--- src/rtl/pwr_mode_pkg.sv ---
package pwr_mode_pkg;
  typedef enum logic [1:0] {
    MODE_RUN   = 2'b00,
    MODE_IDLE  = 2'b01,
    MODE_SLEEP = 2'b10
  } pwr_mode_e;

  typedef enum logic [1:0] {
    ST_RUN     = 2'b00,
    ST_IDLE    = 2'b01,
    ST_SLEEP   = 2'b10,
    ST_OSCWAIT = 2'b11
  } pwr_state_e;

  localparam logic OP_SLEEP = 1'b0;
  localparam logic OP_IDLE  = 1'b1;
endpackage

--- src/rtl/pwr_wake_detect.sv ---
module pwr_wake_detect #(
  parameter int NUM_IRQ = 4
) (
  input  logic [NUM_IRQ-1:0] irq_pend,
  input  logic [NUM_IRQ-1:0] irq_en,
  input  logic               wdt_timeout,
  output logic               wake
);
  logic [NUM_IRQ-1:0] armed;

  for (genvar i = 0; i < NUM_IRQ; i++) begin : g_line
    assign armed[i] = irq_pend[i] & irq_en[i];
  end

  assign wake = (|armed) | wdt_timeout;
endmodule

--- src/rtl/pwr_state_fsm.sv ---
module pwr_state_fsm
  import pwr_mode_pkg::*;
(
  input  logic       clk,
  input  logic       rst_n,
  input  logic       cmd_valid,
  input  logic       cmd_op,
  input  logic       wake,
  input  logic       osc_ready,
  input  logic       wdt_en,
  output pwr_state_e state,
  output logic       cmd_ready,
  output logic       wdt_clr
);
  pwr_state_e next_state;
  logic       cmd_fire;

  assign cmd_ready = (state == ST_RUN);
  assign cmd_fire  = cmd_valid & cmd_ready;
  assign wdt_clr   = cmd_fire & (cmd_op == OP_SLEEP) & wdt_en;

  always_comb begin
    next_state = state;
    unique case (state)
      ST_RUN:     if (cmd_fire) next_state = (cmd_op == OP_SLEEP) ? ST_SLEEP : ST_IDLE;
      ST_IDLE:    if (wake) next_state = ST_RUN;
      ST_SLEEP:   if (wake) next_state = ST_OSCWAIT;
      ST_OSCWAIT: if (osc_ready) next_state = ST_RUN;
      default:    next_state = ST_RUN;
    endcase
  end

  always_ff @(posedge clk) begin
    if (!rst_n) state <= ST_RUN;
    else        state <= next_state;
  end


  sleep_entry_chk: assert property (@(posedge clk) disable iff (!rst_n)
    cmd_valid && cmd_ready && cmd_op == OP_SLEEP |=> state == ST_SLEEP);


  sleep_hold_chk: assert property (@(posedge clk) disable iff (!rst_n)
    state == ST_SLEEP && !wake |=> state == ST_SLEEP);


  oscwait_hold_chk: assert property (@(posedge clk) disable iff (!rst_n)
    state == ST_OSCWAIT && !osc_ready |=> state == ST_OSCWAIT);


  wdt_pulse_chk: assert property (@(posedge clk) disable iff (!rst_n)
    wdt_clr |=> !wdt_clr);
endmodule

--- src/rtl/pwr_clk_decode.sv ---
module pwr_clk_decode
  import pwr_mode_pkg::*;
#(
  parameter int               SRC_W   = 3,
  parameter logic [SRC_W-1:0] SRC_RST = 1
) (
  input  logic             clk,
  input  logic             rst_n,
  input  pwr_state_e       state,
  input  logic             wdt_en,
  input  logic             mon_cfg_en,
  input  logic             src_sel_we,
  input  logic [SRC_W-1:0] src_sel_in,
  output logic [1:0]       mode,
  output logic             cpu_clk_en,
  output logic             per_clk_en,
  output logic             main_osc_en,
  output logic             lp_osc_en,
  output logic             clkmon_en,
  output logic [SRC_W-1:0] clk_src
);
  logic in_sleep;

  assign in_sleep = (state == ST_SLEEP) | (state == ST_OSCWAIT);

  always_ff @(posedge clk) begin
    if (!rst_n)                           clk_src <= SRC_RST;
    else if (state == ST_RUN && src_sel_we) clk_src <= src_sel_in;
  end

  always_comb begin
    unique case (state)
      ST_RUN:  mode = MODE_RUN;
      ST_IDLE: mode = MODE_IDLE;
      default: mode = MODE_SLEEP;
    endcase
    cpu_clk_en  = (state == ST_RUN);
    per_clk_en  = (state == ST_RUN) | (state == ST_IDLE);
    main_osc_en = (state != ST_SLEEP);
    lp_osc_en   = in_sleep ? wdt_en : 1'b1;
    clkmon_en   = in_sleep ? 1'b0 : mon_cfg_en;
  end


  src_hold_chk: assert property (@(posedge clk) disable iff (!rst_n)
    state != ST_RUN |=> $stable(clk_src));
endmodule

--- src/rtl/pwr_mode_ctrl.sv ---
module pwr_mode_ctrl
  import pwr_mode_pkg::*;
#(
  parameter int               NUM_IRQ = 4,
  parameter int               SRC_W   = 3,
  parameter logic [SRC_W-1:0] SRC_RST = 1
) (
  input  logic               clk,
  input  logic               rst_n,
  input  logic               cmd_valid,
  output logic               cmd_ready,
  input  logic               cmd_op,
  input  logic [NUM_IRQ-1:0] irq_pend,
  input  logic [NUM_IRQ-1:0] irq_en,
  input  logic               wdt_en,
  input  logic               wdt_timeout,
  input  logic               osc_ready,
  input  logic               mon_cfg_en,
  input  logic               src_sel_we,
  input  logic [SRC_W-1:0]   src_sel_in,
  output logic [1:0]         mode,
  output logic               cpu_clk_en,
  output logic               per_clk_en,
  output logic               main_osc_en,
  output logic               lp_osc_en,
  output logic               clkmon_en,
  output logic               wdt_clr,
  output logic [SRC_W-1:0]   clk_src
);
  logic       wake;
  pwr_state_e state;

  pwr_wake_detect #(.NUM_IRQ(NUM_IRQ)) u_wake (
    .irq_pend    (irq_pend),
    .irq_en      (irq_en),
    .wdt_timeout (wdt_timeout),
    .wake        (wake)
  );

  pwr_state_fsm u_fsm (
    .clk       (clk),
    .rst_n     (rst_n),
    .cmd_valid (cmd_valid),
    .cmd_op    (cmd_op),
    .wake      (wake),
    .osc_ready (osc_ready),
    .wdt_en    (wdt_en),
    .state     (state),
    .cmd_ready (cmd_ready),
    .wdt_clr   (wdt_clr)
  );

  pwr_clk_decode #(.SRC_W(SRC_W), .SRC_RST(SRC_RST)) u_dec (
    .clk         (clk),
    .rst_n       (rst_n),
    .state       (state),
    .wdt_en      (wdt_en),
    .mon_cfg_en  (mon_cfg_en),
    .src_sel_we  (src_sel_we),
    .src_sel_in  (src_sel_in),
    .mode        (mode),
    .cpu_clk_en  (cpu_clk_en),
    .per_clk_en  (per_clk_en),
    .main_osc_en (main_osc_en),
    .lp_osc_en   (lp_osc_en),
    .clkmon_en   (clkmon_en),
    .clk_src     (clk_src)
  );


  idle_gate_chk: assert property (@(posedge clk) disable iff (!rst_n)
    mode == MODE_IDLE |-> per_clk_en && !cpu_clk_en && main_osc_en);


  idle_wake_chk: assert property (@(posedge clk) disable iff (!rst_n)
    mode == MODE_IDLE && wake |=> mode == MODE_RUN && cpu_clk_en);


  sleep_osc_off_chk: assert property (@(posedge clk) disable iff (!rst_n)
    cmd_valid && cmd_ready && !cmd_op |=> !main_osc_en && !per_clk_en);
endmodule

--- config.mk ---
export PLATFORM = sky130hd
export DESIGN_NAME = pwr_mode_ctrl
export DESIGN_NICKNAME = d
export VERILOG_FILES = /design/src/rtl/pwr_mode_pkg.sv /design/src/rtl/pwr_wake_detect.sv /design/src/rtl/pwr_state_fsm.sv /design/src/rtl/pwr_clk_decode.sv /design/src/rtl/pwr_mode_ctrl.sv
export SDC_FILE = /design/constraint.sdc
export NUM_CORES = 1
export LEC_CHECK = 0
export BUFFER_PORTS_ARGS = -buffer_cell sky130_fd_sc_hd__buf_4
export CORE_AREA = 2 2 39 41
export CTS_BUF_LIST = sky130_fd_sc_hd__clkbuf_8
export DETAILED_ROUTE_END_ITERATION = 6
export DIE_AREA = 0 0 41 43
export PLACE_DENSITY = 0.66
export SKIP_CTS_REPAIR_TIMING = 1
export SYNTH_ARGS = -nofsm -noshare
export SYNTH_HDL_FRONTEND = slang
export SYNTH_HIERARCHICAL = 1
export SYNTH_SLANG_ARGS = --single-unit
--- constraint.sdc ---
create_clock -name clk -period 2.3 [get_ports clk]
set_clock_uncertainty 0.2 [all_clocks]
set_input_delay 0.23 -clock clk [delete_from_list [all_inputs] [get_ports clk]]
set_output_delay 0.23 -clock clk [all_outputs]
set_load 0.01 [all_outputs]
==> flow_metrics.env, run 1 <==
export IMPL_outcome="completed"
export IMPL_htreeDepth=1
export IMPL_worst_path_max_fanout=11
export IMPL_wl_met2_um=349
export IMPL_multi_input_area_um2=201.4
export IMPL_comb_power_share_pct=26.4
export IMPL_wl_per_cell_um=9.701
export IMPL_p_leak_nw=0.3057
export IMPL_synth_top_area_share_pct=31.25
export IMPL_hold_class="in2reg"
export IMPL_grt_first_pass_wirelength_um=1193
export IMPL_ir_drop_uv=333.1
export IMPL_fin_setup_tns_ns=0
export IMPL_mostFrequentLayoutCell="buf_4"
export IMPL_grt_ovfl_total=0
export IMPL_end_kind="output pin"
export IMPL_worstMarginPinSlew_ns=0.4585
export IMPL_power_density_nw_per_um2=588.9
export IMPL_cts_made_buffers=3
export IMPL_fin_nets=92
export IMPL_grt_pass1_vias=305
export IMPL_hpwl_um=667.7
export IMPL_diodes=0
export IMPL_port_buffers=31
export IMPL_synth_avg_cell_area_um2=8.657
export IMPL_cp_start_kind="flop"
export IMPL_synth_yosys_seq_area_share_pct=31.25
export IMPL_synth_area_um2=320.3
export IMPL_cp_data_arrival_time_ns=1.24
export IMPL_first_iter_violations=3
export IMPL_ios=32
export IMPL_synthCells=37
export IMPL_grt_util_all_layers_pct=10.84
export IMPL_die_w_um=41
export IMPL_fmax_ghz=0.5972
export IMPL_worstPathCellList="nand2b_1, nor4b_2, buf_4"
export IMPL_met3_length_um=138
export IMPL_slowest_stage="dfxtp_1"
export IMPL_swShare_pct=24.97
export IMPL_relSlewSlack_pct=69.39
export IMPL_drv_cap=0
export IMPL_row_count=14
export IMPL_initial_core_util_pct=23.15
export IMPL_layout_drive_gt1_share_pct=56.34
export IMPL_root_buffer="clkbuf_8"
export IMPL_drv_slew=0
export IMPL_layout_common_cells="31 x buf_4, 6 x nand2_1, 5 x dfxtp_1, 4 x inv_1"
export IMPL_design_core_area_um2=1384
export IMPL_yosys_warnings=6
export IMPL_clk_latency_ns=0.22
export IMPL_antenna_found_initial=0
export IMPL_totalWireLength_um=844
export IMPL_vias=382
export IMPL_clkPwrFrac_pct=44.4
export IMPL_synth_nets=57
export IMPL_max_stage_delay_ns=0.40
export IMPL_worstSetupPathType="reg2out"
export IMPL_vias_per_cell=4.391
export IMPL_finalCritPeriodShare_pct=72.81
export IMPL_p_int_mw=0.2720
export IMPL_fp_dieArea_um2=1763
export IMPL_first_pass_iters=4
export IMPL_utilization_pct=44.48
export IMPL_dr_max_layer_used="met4"
export IMPL_synth_top_cell_by_area="dfxtp_1"
export IMPL_grt_max_degree=15
export IMPL_min_period_ns=1.675
export IMPL_wl_met1_um=343
export IMPL_clock_sinks=5
export IMPL_dieHeight_um=43
export IMPL_setup_viol=0
export IMPL_clk_pin_slew_worst_paths_ns=0.04
export IMPL_ys_ff_latch=5
export IMPL_dp_slack_ns=0.8130
export IMPL_ys_top_cells_by_area="dfxtp_1 31%, nand2_1 7.0%, mux2i_1 6.3%"
export IMPL_critical_path_required_ns=1.87
export IMPL_seq_power_share_pct=29.2
export IMPL_fill_cells=146
export IMPL_seqCellArea_um2=100.1
export IMPL_p_sw_mw=0.09054
export IMPL_areaGrowthSynthToFinish_pct=92.19
export IMPL_rsz0062_at_grt="false"
export IMPL_globalplace_congestion=0.6177
export IMPL_drc=0
export IMPL_postRouteAntennaNets=0
export IMPL_cts_path_max_buffers=2
export IMPL_yosys_cell_types_count=19
export IMPL_setup_ws_ns=0.6254
export IMPL_cts_tree="done"
export IMPL_hold_viol_final=0
## synth_stat cells
master and number:
nand2_1 6, dfxtp_1 5, inv_1 4, nor2_1 3, a21oi_1 2, and2b_2 2, mux2i_1 2, or2b_1 2
a221oi_2 1, a222oi_1 1, a2bb2oi_1 1, clkbuf_1 1, nand2b_1 1, nand3b_1 1, nand4bb_1 1, nor3b_4 1
nor4b_2 1, o211ai_1 1, o21ai_0 1
## cells by family after synthesis
group / after synthesis / share of synthesized area (%)
flip-flops: 5 / 31.25
multiplexers: 2 / 6.250
AO/OA/AOI/OAI: 7 / 17.58
AND/OR/NAND/NOR: 18 / 39.06
buffers and inverters: 5 / 5.857
## final timing paths
check	slack [ns]	cells past startpoint	start	end
max	0.63	3	u_fsm/state[0]	wdt_clr
min	0.06	2	rst_n	u_dec/clk_src[0]
max reg2reg	1.04	3	u_fsm/state[0]	u_fsm/state[1]
min reg2reg	0.26	2	u_dec/clk_src[2]	u_dec/clk_src[2]
## state kept, by name (all words and copies together), names as in the netlist
register	flops
u_fsm/state	2
u_dec/clk_src	3
## power groups by stage
| stage | registers, mW | clock network [mW] | logic, mW |
|---|---|---|---|
| 2_1_floorplan | 0.107 | 0 | 0.0400 |
| 3_3_place_gp | 0.107 | 0 | 0.0956 |
| 3_5_place_dp | 0.107 | 0 | 0.0969 |
| 4_1_cts | 0.106 | 0.168 | 0.0972 |
| 5_1_grt | 0.108 | 0.175 | 0.105 |
| 6_report | 0.106 | 0.161 | 0.0957 |
## worst max-delay path: cells and delay by family, from the launching register on
family	cells	cell delay, ns
simple gates	2	0.47
flops	1	0.40
buf+inv	1	0.15
## layer usage
| metal | GRT usage (%) | up-vias |
|---|---|---|
| met3 | 6.283 | 2 |
| li1 | - | 196 |
| met2 | 15.63 | 23 |
| met4 | 10.00 | 0 |
| met5 | 0 | - |
| met1 | 9.968 | 161 |
## metrics by stage
| step | hold slack [ns] | power, mW | instance area, um^2 | cells |
|---|---|---|---|---|
| finish | 0.05912 | 0.3625 | 615.6 | 87 |
| global route | 0.05867 | 0.3878 | 615.6 | 87 |
| CTS | 0.05736 | 0.3713 | 615.6 | 87 |
| detailed placement | 0.2528 | 0.2040 | 569.3 | 83 |
| global placement | 0.2470 | 0.2027 | 569.3 | 83 |
| floorplan | 0.1189 | 0.1473 | 320.3 | 37 |
## area by class of cell
class / count / share of cell area (%)
inverters: 4 / 2.439
clock buffers: 3 / 6.707
multi-input cells: 27 / 32.72
repair buffers: 31 / 37.80
flip-flops and latches: 5 / 16.26
clock inverters: 1 / 0.8130
well taps: 16 / 3.252
No activity file was read; power rests on OpenSTA's default activity.
==> run 2: changes to the inputs <==
==> constraint.sdc (replaced) <==
create_clock -name clk -period 1.55 [get_ports clk]
set_clock_uncertainty 0.2 [all_clocks]
set_input_delay 0.155 -clock clk [delete_from_list [all_inputs] [get_ports clk]]
set_output_delay 0.155 -clock clk [all_outputs]
set_load 0.01 [all_outputs]
==> flow_metrics.env, run 2 (synthesis results as in run 1) <==
export IMPL_cp_data_arrival_time_ns=1.09
export IMPL_htreeDepth=1
export IMPL_use_met3_pct=4.712
export IMPL_min_period_ns=1.445
export IMPL_finalCritPeriodShare_pct=93.23
export IMPL_port_buffers=31
export IMPL_first_pass_iters=4
export IMPL_dieHeight_um=43
export IMPL_end_kind="output pin"
export IMPL_grt_max_degree=15
export IMPL_antenna_found_initial=0
export IMPL_largest_register_ffs=3
export IMPL_setup_viol=0
export IMPL_worstMarginPinSlew_ns=0.2691
export IMPL_reg_top3="u_dec/clk_src x3, u_fsm/state x2"
export IMPL_first_iter_violations=7
export IMPL_clk_pin_slew_worst_paths_ns=0.03
export IMPL_layout_common_cells="32 x buf_4, 6 x nand2_1, 5 x inv_1, 4 x dfxtp_1"
export IMPL_met1_usage_pct=11.29
export IMPL_drv_cap=0
export IMPL_layout_drive_gt1_share_pct=55.41
export IMPL_globalplace_congestion=0.6231
export IMPL_cts_path_max_buffers=2
export IMPL_fp_dieArea_um2=1763
export IMPL_ios=32
export IMPL_die_w_um=41
export IMPL_design_core_area_um2=1384
export IMPL_root_buffer="clkbuf_8"
export IMPL_worst_hold_startpoint="src_sel_in[2]"
export IMPL_grt_met2_usage_pct=17.50
export IMPL_p_leak_nw=0.3210
export IMPL_outcome="completed"
export IMPL_grt_util_all_layers_pct=10.95
export IMPL_row_count=14
export IMPL_areaGrowthSynthToFinish_pct=100.8
export IMPL_vias=395
export IMPL_worst_path_max_fanout=3
export IMPL_fmax_ghz=0.6920
export IMPL_totalWireLength_um=898
export IMPL_rr_worst_depth=3
export IMPL_hpwl_um=723.4
export IMPL_clock_sinks=5
export IMPL_power_density_nw_per_um2=835.7
export IMPL_critical_path_required_ns=1.19
export IMPL_worstSetupPathType="reg2out"
export IMPL_rr_endpoint="u_dec/clk_src[2]"
export IMPL_hold_class="in2reg"
export IMPL_clk_latency_ns=0.22
export IMPL_fin_nets=95
export IMPL_grt_first_pass_wirelength_um=1269
export IMPL_grt_pass1_vias=336
export IMPL_place_area_um2=576.8
export IMPL_grt_ovfl_total=0
export IMPL_whs_endpoint="u_dec/clk_src[2]"
export IMPL_wl_per_cell_um=9.978
export IMPL_diodes=0
export IMPL_r2r_start="u_fsm/state[0]"
export IMPL_cts_tree="done"
export IMPL_drv_slew=0
export IMPL_cp_start_kind="flop"
export IMPL_multi_input_area_um2=201.4
export IMPL_final_area_um2=643.1
export IMPL_top_usage_layer="met2"
export IMPL_vias_per_cell=4.389
export IMPL_hold_viol_final=0
export IMPL_utilization_pct=46.47
export IMPL_cts_made_buffers=3
export IMPL_hold_depth=3
export IMPL_largest_register="u_dec/clk_src"
export IMPL_relSlewSlack_pct=82.06
export IMPL_rsz0062_at_grt="false"
export IMPL_postRouteAntennaNets=0
export IMPL_mostFrequentLayoutCell="buf_4"
export IMPL_fill_cells=154
export IMPL_seqCellArea_um2=101.3
export IMPL_fin_setup_tns_ns=0
export IMPL_reg2reg_setup_slack_ns=0.34
export IMPL_initial_core_util_pct=23.15
export IMPL_drc=0
export IMPL_ir_drop_uv=325.4
-- run 2: cell type report --
class / count / share of cell area [%]
Timing Repair Buffer: 34 / 40.47
Multi-Input combinational cell: 27 / 31.32
Sequential cell: 5 / 15.76
Clock buffer: 3 / 6.420
Tap cell: 16 / 3.113
Inverter: 4 / 2.335
Clock inverter: 1 / 0.5837
-- run 2: worst max-delay path, stage by stage (launching register included) --
cell and delay (ns):
dfxtp_1 0.30, nand2b_1 0.17, nor4b_2 0.25, buf_4 0.15
-- run 2: routing by layer --
| layer | routed length [um] | vias to the layer above |
|---|---|---|
| li1 | - | 202 |
| met1 | 347 | 168 |
| met2 | 396 | 25 |
| met3 | 153 | 0 |
| met4 | 0 | 0 |
| met5 | 0 | - |
-- run 2: report_power, final --
group          total (mW)  internal (mW)  switching (mW)
Clock               0.229          0.169          0.0601
Sequential          0.153          0.141          0.0119
Combinational       0.155         0.0965          0.0587
-- run 2: worst max path at each step --
stage / start / end / slack (ns)
finish: u_fsm/state[0] / wdt_clr / 0.10
global placement: irq_pend[0] / u_fsm/state[0] / 0.14
CTS: u_fsm/state[1] / clkmon_en / -0.05
floorplan: u_fsm/state[0] / wdt_clr / 0.29
global route: u_fsm/state[0] / wdt_clr / 0.05
detailed placement: irq_pend[0] / u_fsm/state[0] / 0.11
-- run 2: through the flow --
stage               power (mW)  cells  worst slack [ns]  hold slack, ns
floorplan               0.2186     37            0.2857         0.04387
global placement        0.3040     84            0.1369          0.2011
detailed placement      0.3075     84            0.1140          0.2002
CTS                     0.5455     88          -0.05281        -0.02946
global route            0.5730     90           0.05370         0.03344
finish                  0.5375     90            0.1050        0.004429
==> run 3: changes to the inputs <==
==> constraint.sdc (replaced) <==
create_clock -name clk -period 1.55 [get_ports clk]
set_clock_uncertainty 0.2 [all_clocks]
set_input_delay 0.155 -clock clk [delete_from_list [all_inputs] [get_ports clk]]
set_output_delay 0.155 -clock clk [all_outputs]
set_load 0.1 [all_outputs]
==> flow_metrics.env, run 3 (synthesis results as in run 1) <==
export IMPL_power_density_nw_per_um2=1079
export IMPL_mostFrequentLayoutCell="buf_4"
export IMPL_cp_start_kind="flop"
export IMPL_hold_class="in2reg"
export IMPL_cts_path_max_buffers=2
export IMPL_initial_core_util_pct=23.15
export IMPL_ir_drop_uv=559.2
export IMPL_clock_sinks=5
export IMPL_antenna_found_initial=0
export IMPL_cts_tree="done"
export IMPL_drv_slew=0
export IMPL_cp_data_arrival_time_ns=1.25
export IMPL_worstMarginPinSlew_ns=0.2790
export IMPL_path_delay_family="simple AND/OR/NAND/NOR gates"
export IMPL_critical_path_required_ns=1.19
export IMPL_grt_first_pass_wirelength_um=1207
export IMPL_reg2reg_setup_slack_ns=0.31
export IMPL_row_count=14
export IMPL_violations="negative hold slack, negative setup slack"
export IMPL_outcome="complete, but fails checks"
export IMPL_crit_buf_inv=1
export IMPL_grt_max_degree=15
export IMPL_min_period_ns=1.602
export IMPL_worst_path_max_fanout=7
export IMPL_hold_viol_final=2
export IMPL_clk_pin_slew_worst_paths_ns=0.04
export IMPL_port_buffers=31
export IMPL_rsz0062_at_grt="true"
export IMPL_postRouteAntennaNets=0
export IMPL_reg_top3="u_dec/clk_src x3, u_fsm/state x2"
export IMPL_diodes=0
export IMPL_max_stage_delay_ns=0.35
export IMPL_worstPathCellList="nand2b_4, nor4b_4, buf_6"
export IMPL_setup_ws_ns=-0.05246
export IMPL_drc=0
export IMPL_clk_latency_ns=0.22
export IMPL_totalWireLength_um=854
export IMPL_die_w_um=41
export IMPL_fin_nets=96
export IMPL_fmax_ghz=0.6240
export IMPL_fill_cells=134
export IMPL_layout_drive_gt1_share_pct=62.67
export IMPL_wl_per_cell_um=9.385
export IMPL_vias=397
export IMPL_ios=32
export IMPL_whs_ns=-0.01046
export IMPL_fp_dieArea_um2=1763
export IMPL_grt_ovfl_total=0
export IMPL_finalCritPeriodShare_pct=103.4
export IMPL_first_pass_iters=4
export IMPL_relSlewSlack_pct=81.55
export IMPL_end_kind="output pin"
export IMPL_cts_made_buffers=3
export IMPL_first_iter_violations=1
export IMPL_hpwl_um=658
export IMPL_design_core_area_um2=1384
export IMPL_dieHeight_um=43
export IMPL_final_area_um2=679.4
export IMPL_worstSetupPathType="reg2out"
export IMPL_setup_viol=1
export IMPL_grt_pass1_vias=307
export IMPL_drv_cap=0
export IMPL_vias_per_cell=4.363
export IMPL_p_leak_nw=0.3370
export IMPL_globalplace_congestion=0.5589
export IMPL_largest_register="u_dec/clk_src"
export IMPL_layout_common_cells="33 x buf_4, 6 x nand2_1, 5 x inv_1, 3 x clkbuf_8, 3 x dfxtp_1"
export IMPL_slowest_stage="dfxtp_4"
export IMPL_grt_util_all_layers_pct=10.36
export IMPL_utilization_pct=49.10
export IMPL_root_buffer="clkbuf_8"
export IMPL_fin_setup_tns_ns=-0.05246
export IMPL_place_area_um2=595.6
export IMPL_largest_register_ffs=3
export IMPL_htreeDepth=1
export IMPL_areaGrowthSynthToFinish_pct=112.1
run 3: cell types whose count changed in the layout (fill, tap and decap cells not counted), sizes merged:
cell	previous run	this run
buf	32	34
dlygate4sd3	2	1
run 3: worst reg2reg max path, cell delays in order, from the launching register on:
cell and delay, ns:
dfxtp_4 0.35, buf_4 0.16, nor3b_4 0.27, mux2i_1 0.20
run 3: area by class of cell:
| class | instances | area, um^2 | share of cell area, % |
|---|---|---|---|
| sequential | 5 | 107.6 | 15.84 |
| tap | 16 | 20.02 | 2.947 |
| timing repair buffer | 35 | 269.0 | 39.59 |
| clock inverter | 1 | 3.754 | 0.5525 |
| clock buffer | 3 | 41.29 | 6.077 |
| multi-input combinational | 27 | 222.7 | 32.78 |
| inverter | 4 | 15.01 | 2.210 |
run 3: final timing paths:
| path | from | to | depth (start not counted) |
|---|---|---|---|
| worst max-delay path | u_fsm/state[0] | wdt_clr | 3 |
| worst min-delay path | src_sel_in[1] | u_dec/clk_src[1] | 3 |
| worst max register to register | u_fsm/state[0] | u_dec/clk_src[2] | 3 |
| worst min register to register | u_dec/clk_src[2] | u_dec/clk_src[2] | 2 |
run 3: per-stage QoR:
| stage | hold slack [ns] | power (mW) | std cells | setup slack, ns |
|---|---|---|---|---|
| after global placement | 0.2000 | 0.4891 | 83 | 0.1557 |
| after global routing | 0.01781 | 0.7662 | 91 | -0.1195 |
| after CTS | -0.02491 | 0.7299 | 87 | -0.09252 |
| after floorplan | 0.04387 | 0.4038 | 37 | -0.3636 |
| final | -0.01046 | 0.7331 | 91 | -0.05246 |
| after detailed placement | 0.2004 | 0.4898 | 83 | 0.1501 |
run 3: per-layer routing:
layer / global-route usage [%] / vias to the layer above / share of wire, %
met1: 11.97 / 160 / 38
met3: 3.665 / 2 / 22
li1: - / 205 / -
met2: 14.69 / 30 / 38
met5: 0 / - / 0
met4: 8.000 / 0 / 1.9
run 3: where the power goes:
part / switching, mW / internal (mW)
combinational: 0.234 / 0.108
clock: 0.0657 / 0.170
sequential: 0.0155 / 0.140
total: 0.315 / 0.418
